`src/rtl/pwseq_pkg.sv`:
```
package pwseq_pkg;
    typedef enum logic [2:0] {
        ST_IDLE,
        ST_LOCATE,
        ST_PLAN,
        ST_SEND,
        ST_DATA,
        ST_GAP,
        ST_DECIDE,
        ST_ADV
    } pw_state_e;

    typedef enum logic [1:0] {
        OP_FILL,
        OP_PROG,
        OP_CMPR
    } pw_op_e;

    localparam logic [7:0] CODE_FILL = 8'h53;
    localparam logic [7:0] CODE_PROG = 8'h82;
    localparam logic [7:0] CODE_CMPR = 8'h60;
    localparam logic [7:0] CODE_STAT = 8'hD7;
    localparam int unsigned FLASH_AW = 24;
endpackage

```
`src/rtl/pwseq_locate.sv`:
```
module pwseq_locate #(
    parameter int unsigned PAGE_SIZE = 264,
    parameter int unsigned ADDR_W    = 20,
    parameter int unsigned OFF_W     = 9
) (
    input  logic              clk,
    input  logic              rst_n,
    input  logic              go,
    input  logic [ADDR_W-1:0] addr,
    output logic [ADDR_W-1:0] page,
    output logic [OFF_W-1:0]  offset,
    output logic              found
);
    localparam logic [ADDR_W-1:0] STEP = ADDR_W'(PAGE_SIZE);

    typedef struct packed {
        logic              run;
        logic              fin;
        logic [ADDR_W-1:0] rem;
        logic [ADDR_W-1:0] pg;
    } loc_t;

    loc_t loc_d, loc_q;

    // one subtraction per cycle; page size need not be a power of two
    always_comb begin
        loc_d     = loc_q;
        loc_d.fin = 1'b0;
        if (go) begin
            loc_d.run = 1'b1;
            loc_d.rem = addr;
            loc_d.pg  = '0;
        end else if (loc_q.run) begin
            if (loc_q.rem >= STEP) begin
                loc_d.rem = loc_q.rem - STEP;
                loc_d.pg  = loc_q.pg + ADDR_W'(1);
            end else begin
                loc_d.run = 1'b0;
                loc_d.fin = 1'b1;
            end
        end
    end

    always_ff @(posedge clk or negedge rst_n) begin
        if (!rst_n) loc_q <= '0;
        else        loc_q <= loc_d;
    end

    assign page   = loc_q.pg;
    assign offset = loc_q.rem[OFF_W-1:0];
    assign found  = loc_q.fin;
endmodule

```
`src/rtl/pwseq_chunk.sv`:
```
module pwseq_chunk #(
    parameter int unsigned PAGE_SIZE = 264,
    parameter int unsigned LEN_W     = 20,
    parameter int unsigned OFF_W     = 9
) (
    input  logic [OFF_W-1:0] offset,
    input  logic [LEN_W-1:0] remain,
    output logic [LEN_W-1:0] len,
    output logic             partial
);
    localparam logic [LEN_W-1:0] FULL = LEN_W'(PAGE_SIZE);

    logic [LEN_W-1:0] room;

    always_comb begin
        room    = FULL - LEN_W'(offset);
        len     = (remain < room) ? remain : room;
        partial = (len != FULL);
    end
endmodule

```
`src/rtl/page_write_seq.sv`:
```
module page_write_seq
    import pwseq_pkg::*;
#(
    parameter int unsigned PAGE_SIZE  = 264,
    parameter int unsigned PAGE_SHIFT = 9,
    parameter int unsigned ADDR_W     = 20,
    parameter int unsigned LEN_W      = 20
) (
    input  logic              clk,
    input  logic              rst_n,
    input  logic              start,
    input  logic [ADDR_W-1:0] start_addr,
    input  logic [LEN_W-1:0]  byte_count,
    input  logic              verify_en,
    output logic              busy,
    output logic              done,
    output logic              error,
    output logic              mismatch,
    output logic [ADDR_W-1:0] err_page,
    input  logic [7:0]        din_data,
    input  logic              din_valid,
    output logic              din_ready,
    output logic              spi_sel,
    output logic              spi_req,
    output logic [7:0]        spi_tx,
    input  logic              spi_ack,
    input  logic [7:0]        spi_rx
);
    localparam int unsigned OFF_W = PAGE_SHIFT;

    typedef struct packed {
        pw_state_e         st;
        pw_op_e            op;
        logic              poll;
        logic [1:0]        idx;
        logic [LEN_W-1:0]  cnt;
        logic [LEN_W-1:0]  remain;
        logic [LEN_W-1:0]  chunk;
        logic [ADDR_W-1:0] page;
        logic [OFF_W-1:0]  off;
        logic [7:0]        status;
        logic              vfy;
        logic              done;
        logic              err;
        logic              mism;
        logic [ADDR_W-1:0] epage;
    } ctl_t;

    ctl_t ctl_d, ctl_q;

    logic                loc_go, loc_found;
    logic [ADDR_W-1:0]   loc_page;
    logic [OFF_W-1:0]    loc_off;
    logic [LEN_W-1:0]    ck_len;
    logic                ck_part;
    logic [FLASH_AW-1:0] faddr;
    logic [7:0]          opcode, frame_byte;
    logic                last_byte;

    assign loc_go = (ctl_q.st == ST_IDLE) && start && (byte_count != '0);

    pwseq_locate #(.PAGE_SIZE(PAGE_SIZE), .ADDR_W(ADDR_W), .OFF_W(OFF_W)) u_locate (
        .clk(clk), .rst_n(rst_n), .go(loc_go), .addr(start_addr),
        .page(loc_page), .offset(loc_off), .found(loc_found)
    );

    pwseq_chunk #(.PAGE_SIZE(PAGE_SIZE), .LEN_W(LEN_W), .OFF_W(OFF_W)) u_chunk (
        .offset(ctl_q.off), .remain(ctl_q.remain), .len(ck_len), .partial(ck_part)
    );

    // bytes of the current frame
    always_comb begin
        faddr = (FLASH_AW'(ctl_q.page) << PAGE_SHIFT)
              + ((ctl_q.op == OP_PROG) ? FLASH_AW'(ctl_q.off) : '0);
        case (ctl_q.op)
            OP_FILL: opcode = CODE_FILL;
            OP_PROG: opcode = CODE_PROG;
            default: opcode = CODE_CMPR;
        endcase
        case (ctl_q.idx)
            2'd0:    frame_byte = ctl_q.poll ? CODE_STAT : opcode;
            2'd1:    frame_byte = ctl_q.poll ? 8'h00 : faddr[23:16];
            2'd2:    frame_byte = faddr[15:8];
            default: frame_byte = faddr[7:0];
        endcase
        last_byte = ctl_q.poll ? (ctl_q.idx == 2'd1) : (ctl_q.idx == 2'd3);
    end

    always_comb begin
        ctl_d      = ctl_q;
        ctl_d.done = 1'b0;
        ctl_d.err  = 1'b0;
        case (ctl_q.st)
            ST_IDLE: if (start) begin
                ctl_d.mism   = 1'b0;
                ctl_d.vfy    = verify_en;
                ctl_d.remain = byte_count;
                if (byte_count == '0) ctl_d.done = 1'b1;
                else                  ctl_d.st   = ST_LOCATE;
            end
            ST_LOCATE: if (loc_found) begin
                ctl_d.page = loc_page;
                ctl_d.off  = loc_off;
                ctl_d.st   = ST_PLAN;
            end
            ST_PLAN: begin
                ctl_d.chunk = ck_len;
                ctl_d.op    = ck_part ? OP_FILL : OP_PROG;
                ctl_d.idx   = '0;
                ctl_d.poll  = 1'b0;
                ctl_d.st    = ST_SEND;
            end
            ST_SEND: if (spi_ack) begin
                ctl_d.idx = ctl_q.idx + 2'd1;
                if (last_byte) begin
                    ctl_d.idx = '0;
                    if (ctl_q.poll) begin
                        ctl_d.status = spi_rx;
                        ctl_d.st     = ST_DECIDE;
                    end else if (ctl_q.op == OP_PROG) begin
                        ctl_d.cnt = '0;
                        ctl_d.st  = ST_DATA;
                    end else begin
                        ctl_d.st = ST_GAP;
                    end
                end
            end
            ST_DATA: if (spi_ack) begin
                ctl_d.cnt = ctl_q.cnt + LEN_W'(1);
                if (ctl_q.cnt == ctl_q.chunk - LEN_W'(1)) ctl_d.st = ST_GAP;
            end
            ST_GAP: begin
                ctl_d.poll = 1'b1;
                ctl_d.idx  = '0;
                ctl_d.st   = ST_SEND;
            end
            ST_DECIDE: begin
                if (!ctl_q.status[7]) begin
                    ctl_d.st = ST_SEND;
                end else begin
                    ctl_d.poll = 1'b0;
                    case (ctl_q.op)
                        OP_FILL: begin
                            ctl_d.op = OP_PROG;
                            ctl_d.st = ST_SEND;
                        end
                        OP_PROG: begin
                            if (ctl_q.vfy) begin
                                ctl_d.op = OP_CMPR;
                                ctl_d.st = ST_SEND;
                            end else begin
                                ctl_d.st = ST_ADV;
                            end
                        end
                        default: begin
                            if (ctl_q.status[6]) begin
                                ctl_d.err   = 1'b1;
                                ctl_d.mism  = 1'b1;
                                ctl_d.epage = ctl_q.page;
                                ctl_d.st    = ST_IDLE;
                            end else begin
                                ctl_d.st = ST_ADV;
                            end
                        end
                    endcase
                end
            end
            ST_ADV: begin
                ctl_d.remain = ctl_q.remain - ctl_q.chunk;
                ctl_d.page   = ctl_q.page + ADDR_W'(1);
                ctl_d.off    = '0;
                if (ctl_q.remain == ctl_q.chunk) begin
                    ctl_d.done = 1'b1;
                    ctl_d.st   = ST_IDLE;
                end else begin
                    ctl_d.st = ST_PLAN;
                end
            end
            default: ctl_d.st = ST_IDLE;
        endcase
    end

    always_ff @(posedge clk or negedge rst_n) begin
        if (!rst_n) ctl_q <= '0;
        else        ctl_q <= ctl_d;
    end

    assign spi_sel   = (ctl_q.st == ST_SEND) || (ctl_q.st == ST_DATA);
    assign spi_req   = (ctl_q.st == ST_SEND) || ((ctl_q.st == ST_DATA) && din_valid);
    assign spi_tx    = (ctl_q.st == ST_DATA) ? din_data : frame_byte;
    assign din_ready = (ctl_q.st == ST_DATA) && spi_ack;
    assign busy      = (ctl_q.st != ST_IDLE);
    assign done      = ctl_q.done;
    assign error     = ctl_q.err;
    assign mismatch  = ctl_q.mism;
    assign err_page  = ctl_q.epage;
endmodule

```
`config.mk`:
```
export PLATFORM = sky130hd
export DESIGN_NAME = page_write_seq
export DESIGN_NICKNAME = d
export VERILOG_FILES = /design/src/rtl/pwseq_pkg.sv /design/src/rtl/pwseq_locate.sv /design/src/rtl/pwseq_chunk.sv /design/src/rtl/page_write_seq.sv
export SDC_FILE = /design/constraint.sdc
export NUM_CORES = 1
export LEC_CHECK = 0
export ABC_AREA = 1
export BUFFER_PORTS_ARGS = -buffer_cell sky130_fd_sc_hd__buf_2
export CAP_MARGIN = 0
export CORE_MARGIN = 1.5
export CORE_UTILIZATION = 45
export DETAILED_ROUTE_END_ITERATION = 7
export RECOVER_POWER = 50
export SYNTH_ARGS = -nofsm -noshare
export SYNTH_HDL_FRONTEND = slang
export SYNTH_SLANG_ARGS = --single-unit
```
`constraint.sdc`:
```
create_clock -name clk -period 4.9 [get_ports clk]
set_clock_uncertainty 0.1 [all_clocks]
set_input_delay 0 -clock clk [delete_from_list [all_inputs] [get_ports clk]]
set_output_delay 0 -clock clk [all_outputs]
set_load 0.02 [all_outputs]
```
==> impl_metrics.tcl, run 1 <==
set metrics [dict create \
    status "complete, but fails checks" \
    violations "capacitance limit, slew limit" \
    ant_nets 0 \
    worst_pin_slew_ns 3.89 \
    clk_path_buf_depth 2 \
    syn-instance-count 1539 \
    syn_nets 1650 \
    syn_to_final_growth_pct 14.5 \
    cts_sinks 165 \
    grt.overflow.total 0 \
    grt_pass1_wl_mm 53.4 \
    drtIter0Drc 644 \
    r2r-start "ctl_q[32]" \
    end_kind "register" \
    ios 97 \
    p_int_uw 3810 \
    die_w_um 162 \
    syn_area_per_cell_um2 7.37 \
    yosys-mux-area-fraction_pct 0.199 \
    synth_top_family_by_area "simple AND/OR/NAND/NOR gates" \
    rows 57 \
    worst-setup-path-type "register to register" \
    cts_tree "yes" \
    min_from "start_addr[15]" \
    r2r_slack_ns 1.01 \
    grt_pass1_vias 10401 \
    synth_simple_gate_area_share_pct 28.3 \
    core-area_mm2 0.0245 \
    startpoint_type "register" \
    worstPathRequired_ns 5.16 \
    synth-compound-area-share_pct 15.2 \
    dp_cells 1903 \
    rsz0062_at_grt "no" \
    synth_common_cells "nand2_1, inv_1, dfrtp_1, nor2_1, o21ai_0" \
    yosysWarnings 0 \
    hold_viol_final 0 \
    htreeDepth 4 \
    swShare_pct 49.0 \
    slew_violations 68 \
    grtUsageTotal_pct 25.9 \
    drive_gt1_share_pct 10.7 \
    finalSetupTns_ns 0 \
    slew_headroom_pct -159 \
    hold_path_depth 4 \
    crit_start "ctl_q[32]" \
    synth.most_common_cell "nand2_1" \
    synth-edff-count 0 \
    diodes 0 \
    fillCellCount 2450 \
    grt_max_degree 68 \
    ys.flop_type "dfrtp_1" \
    synth_top_area_cell "dfrtp_1" \
    hold_end "u_locate.loc_q[35]" \
    cts_made_buffers 17 \
    irDropWorstVdd_uv 283 \
    fmax_mhz 257 \
    cts-root-buf "clkbuf_16" \
    layoutNonFillerInstCount 1983 \
    post_drt_wl_per_cell_um 16.6 \
    drc 0 \
    cp.arrival_ns 4.15 \
    syn_area_mm2 0.0113 \
    finalSetupViolCount 0 \
    synth_top_area_share_pct 36.4 \
    drt_wl_total_mm 32.9 \
    hp-class "input port to register" \
    timing.hold.ws_ns 0.194 \
    start_util_pct 46.2 \
    crit_fanout 16 \
    synthXorXnorAreaFrac_pct 4.87 \
    clk_latency_ns 0.45 \
    period_needed_ns 3.89 \
    rr_endpoint "ctl_q[124]" \
    path_clk_slew_ns 0.08 \
    seqPwrFrac_pct 28.5 \
    ys_seq_elements 165 \
    pwr-share-comb_pct 53.0 \
    nets 1757 \
    clkPwrFrac_pct 18.5 \
    async_flop_share_pct 100 \
    antenna_found_initial 0 \
    cts_resized 0 \
    die_area_mm2 0.0262 \
    first_pass_iters 5 \
    powerDensity_mw_per_mm2 577 \
    port_buffers 90 \
    synthAdderAreaFrac_pct 5.47 \
    p_switching_uw 3670 \
    vias_per_cell 5.32 \
    yosysUniqueCellTypes 59 \
    gp_congestion 0.929 \
    finalCritPeriodShare_pct 79.4 \
    cap_violations 1 \
    place_hpwl_mm 24.7 \
    yosys-top-cells-area "dfrtp_1, nand2_1, inv_1" \
    reg2regPathDepth 20 \
    num_vias 10542 \
    leakagePower_uw 0.00617 \
    die_h_um 162 \
    yosysSeqAreaShare_pct 36.4 \
]
-- registers in the layout, indices dropped and copies added, names as in the netlist --
signal / flops
ctl_q: 100
err_page: 20
error: 1
u_locate.page: 20
u_locate.found: 1
u_locate.offset: 9
u_locate.loc_q: 12
mismatch: 1
done: 1
-- worst max-delay path by stage --
stage / endpoint / cells past startpoint
after floorplan: ctl_q[124] / 20
after detailed placement: ctl_q[124] / 20
after global placement: ctl_q[124] / 20
after CTS: ctl_q[124] / 20
after global routing: ctl_q[102] / 3
final: ctl_q[124] / 20
-- layout by cell type (no fill, tap or decap), types with 10 or more instances in the layout --
cell type,synthesis,routed
inv_1,189,189
xnor2_1,11,11
buf_2,15,66
dfrtp_1,165,165
ha_1,48,48
o22ai_1,15,15
clkbuf_16,0,17
clkbuf_1,16,24
nand3_1,77,77
dlygate4sd3_1,0,48
o21ai_1,10,10
nand2_1,363,363
nor2_1,125,126
inv_2,10,10
nor3_1,32,31
a21oi_1,77,77
nand4_1,36,36
nor2_2,12,11
o21ai_0,115,115
o211ai_1,12,12
nand2_2,12,12
o221ai_1,13,13
xor2_1,52,52
-- cells by family after synthesis --
| group | after synthesis |
|---|---|
| and+or+nand+nor | 709 |
| AOI/OAI and AO/OA | 293 |
| buffers and inverters | 258 |
| DFF | 165 |
| xor gates and xnor gates | 63 |
| adders and majority gates | 49 |
| muxes | 2 |
-- power by group through the flow --
stage / clock [uW] / combinational, uW / sequential, uW
floorplan: 0 / 3000 / 2020
global placement: 0 / 3870 / 2160
detailed placement: 0 / 3910 / 2160
CTS: 1410 / 3970 / 2140
global route: 1460 / 4520 / 2190
finish: 1390 / 3960 / 2130
-- per-layer routing --
| metal | share of wire [%] | GRT usage [%] |
|---|---|---|
| met5 | 0 | 0 |
| met1 | 44 | 31.5 |
| met4 | 2.9 | 9.51 |
| met2 | 50 | 46.3 |
| met3 | 3.3 | 3.96 |
-- per-stage QoR --
step                      total power (uW)  cell area, um^2  worst slack, ns  util, %
final                                 7490            13000             1.01     52.9
after global routing                  8170            13000            0.299     52.9
after CTS                             7520            13000             1.08     53.1
after detailed placement              6070            11900             1.10     48.7
after global placement                6020            11900             1.25     48.7
after floorplan                       5010            11300             2.10        -
-- worst max-delay path, stage by stage (launching register included) --
cell and delay, ns:
dfrtp_1 0.43, inv_1 0.12, nand3_1 0.12, nand2_1 0.12, nand4_1 0.10, and2_1 0.20, inv_1 0.31, ha_1 0.34
nand2_2 0.11, nor2_4 0.05, nand2_1 0.12, inv_1 0.05, nand2_1 0.33, nand3_2 0.36, nand2_1 0.30, o21ai_0 0.16
inv_1 0.07, nand2_1 0.05, nor2_1 0.09, nand3_1 0.12, a21oi_1 0.13
-- layout make-up --
class                           instances  area (um^2)  share of cell area (%)
Inverter                              201          757                    5.83
Clock inverter                         15          180                    1.39
Clock buffer                           17          425                    3.28
Multi-Input combinational cell       1116         6130                    47.2
Sequential cell                       165         4130                    31.8
Timing Repair Buffer                  145          953                    7.34
Tap cell                              324          405                    3.12
-- what timing repair did --
item	in CTS	in global routing
endpoints found under the hold margin	123	0
hold buffers	48	0
buffers inserted	0	0
No activity file was read; power rests on OpenSTA's default activity.
==> run 2: changes to the inputs <==
clock period = 3.8 ns   (was 4.9 ns; I/O delays follow)
==> run 2 against run 1 <==
Compared with the run above:
- the flow still finishes with violations (capacitance limit, slew limit)
- maximum frequency rose by 12%
- utilization rose by 0.33 points
- routed wire length rose by 0.17%
- sequential power rose by 29%
- worst hold slack improved by 0.0015 ns
- critical path type unchanged
- highest routed layer unchanged
==> impl_metrics.tcl, run 2 (same netlist as run 1, synthesis figures left out) <==
set metrics [dict create \
    cp.arrival_ns 3.72 \
    fmax_mhz 289 \
    drt_wl_total_mm 33.0 \
    antenna_found_initial 0 \
    die_area_mm2 0.0262 \
    worst-setup-path-type "register to register" \
    hp-class "input port to register" \
    grt_pass1_vias 10396 \
    nets 1764 \
    r2r_slack_ns 0.34 \
    cts_made_buffers 17 \
    grt.overflow.total 0 \
    top_register "ctl_q" \
    wl_met2_mm 16.2 \
    regArea_mm2 0.00413 \
    powerDensity_mw_per_mm2 746 \
    clk_latency_ns 0.45 \
    fillCellCount 2446 \
    ant_nets 0 \
    cts_setup_buffers 0 \
    dr_wl_met3_mm 1.28 \
    cap_violations 1 \
    core-area_mm2 0.0245 \
    grt_pass1_wl_mm 53.7 \
    vias_per_cell 5.33 \
    final_common_cell "nand2_1" \
    top_layer "met4" \
    num_vias 10598 \
    period_needed_ns 3.46 \
    drc 0 \
    status "complete, but fails checks" \
    rows 57 \
    diodes 0 \
    syn_to_final_growth_pct 15.2 \
    finalWorstSetupSlack_ns 0.337 \
    met1Wirelength_mm 14.2 \
    first_pass_iters 5 \
    start_util_pct 46.2 \
    finish.instance_area_mm2 0.0131 \
    cts-root-buf "clkbuf_16" \
    post_drt_wl_per_cell_um 16.6 \
    drtIter0Drc 772 \
    slew_violations 96 \
    path_clk_slew_ns 0.08 \
    layout_common_cells "nand2_1, inv_1, dfrtp_1" \
    finalSetupViolCount 0 \
    postPlaceCellArea_mm2 0.0120 \
    gp_congestion 0.894 \
    pre_cts_ws_ns 0.193 \
    end_kind "register" \
    ios 97 \
    largest_reg_flops 100 \
    slew_headroom_pct -70.5 \
    grt_max_degree 96 \
    grtUsageTotal_pct 26.0 \
    die_w_um 162 \
    hold_viol_final 0 \
    crit_fanout 16 \
    htreeDepth 4 \
    violations "capacitance limit, slew limit" \
    startpoint_type "register" \
    port_buffers 90 \
    leakagePower_uw 0.00621 \
    multi_input_area_mm2 0.00615 \
    finalCritPeriodShare_pct 91.1 \
    clk_path_buf_depth 2 \
    cts_tree "yes" \
    irDropWorstVdd_uv 357 \
    cts_sinks 165 \
    place_hpwl_mm 25.0 \
    drive_gt1_share_pct 11.5 \
    die_h_um 162 \
    worst_pin_slew_ns 2.56 \
    worstPathRequired_ns 4.06 \
]
## run 2: cell types whose count changed in the layout (fill, tap and decap cells not counted), moves of 2 or more
cell	delta
buf_4	+5
clkbuf_2	+4
clkinvlp_4	+3
clkinv_4	-2
clkinv_8	+2
dlygate4sd3_1	-2
## run 2: per-stage QoR
step	total power, uW	std cells	TNS, ns	utilization (%)	hold WS (ns)
after global routing	10600	1990	-0.00622	53.3	0.202
after global placement	7800	1911	0	48.9	0.0770
final	9750	1990	0	53.3	0.195
after CTS	9760	1989	0	53.3	0.186
after detailed placement	7850	1911	0	48.9	0.0785
after floorplan	6460	1539	0	-	-0.396
## run 2: path summary, 6_finish.rpt
check | cells past startpoint | to | start
min in group asynchronous | 2 | ctl_q[100] | rst_n
max in group asynchronous | 3 | u_locate.page[4] | rst_n
hold reg to reg | 2 | err_page[9] | err_page[9]
setup / recovery | 19 | ctl_q[124] | ctl_q[32]
setup reg to reg | 19 | ctl_q[124] | ctl_q[32]
hold / removal | 4 | u_locate.offset[0] | start_addr[0]
## run 2: final cells by class
| class | instances | share of cell area, % |
|---|---|---|
| clock buffers | 17 | 3.26 |
| clock inverters | 15 | 1.55 |
| inverters | 201 | 5.82 |
| multi-input cells | 1116 | 47.1 |
| flip-flops and latches | 165 | 31.6 |
| well taps | 324 | 3.10 |
| repair buffers | 151 | 7.56 |
| repair inverters | 1 | 0.0575 |
## run 2: routing by layer
metal | track usage [%] | up-vias
met1 | 32.3 | 4953
li1 | - | 5329
met4 | 11.1 | 0
met2 | 45.4 | 248
met5 | 0 | -
met3 | 3.47 | 68
## run 2: critical path, cell delays in order (launching register included)
cell        delay (ns)
dfrtp_1           0.42
inv_1             0.10
nand3_1           0.13
nand2_1           0.10
nand4_1           0.10
and2_2            0.26
clkinvlp_4        0.20
ha_1              0.35
nand2_2           0.08
nor2_4            0.14
nand2_1           0.11
nor2_2            0.13
nand2_2           0.20
nand3_4           0.26
inv_1             0.11
nand2_1           0.10
o211ai_1          0.09
nor2_1            0.14
nand3_1           0.13
a21oi_1           0.14
## run 2: power breakdown
part | switching [uW] | internal, uW
Clock | 926 | 907
Sequential | 508 | 2240
Combinational | 3350 | 1820
Total | 4790 | 4960
## run 2: timing repair
action,4_1_cts,5_1_grt
endpoints found under the setup margin,0,6
hold buffers,46,0
resized for setup,0,5
hold endpoints to repair,149,0
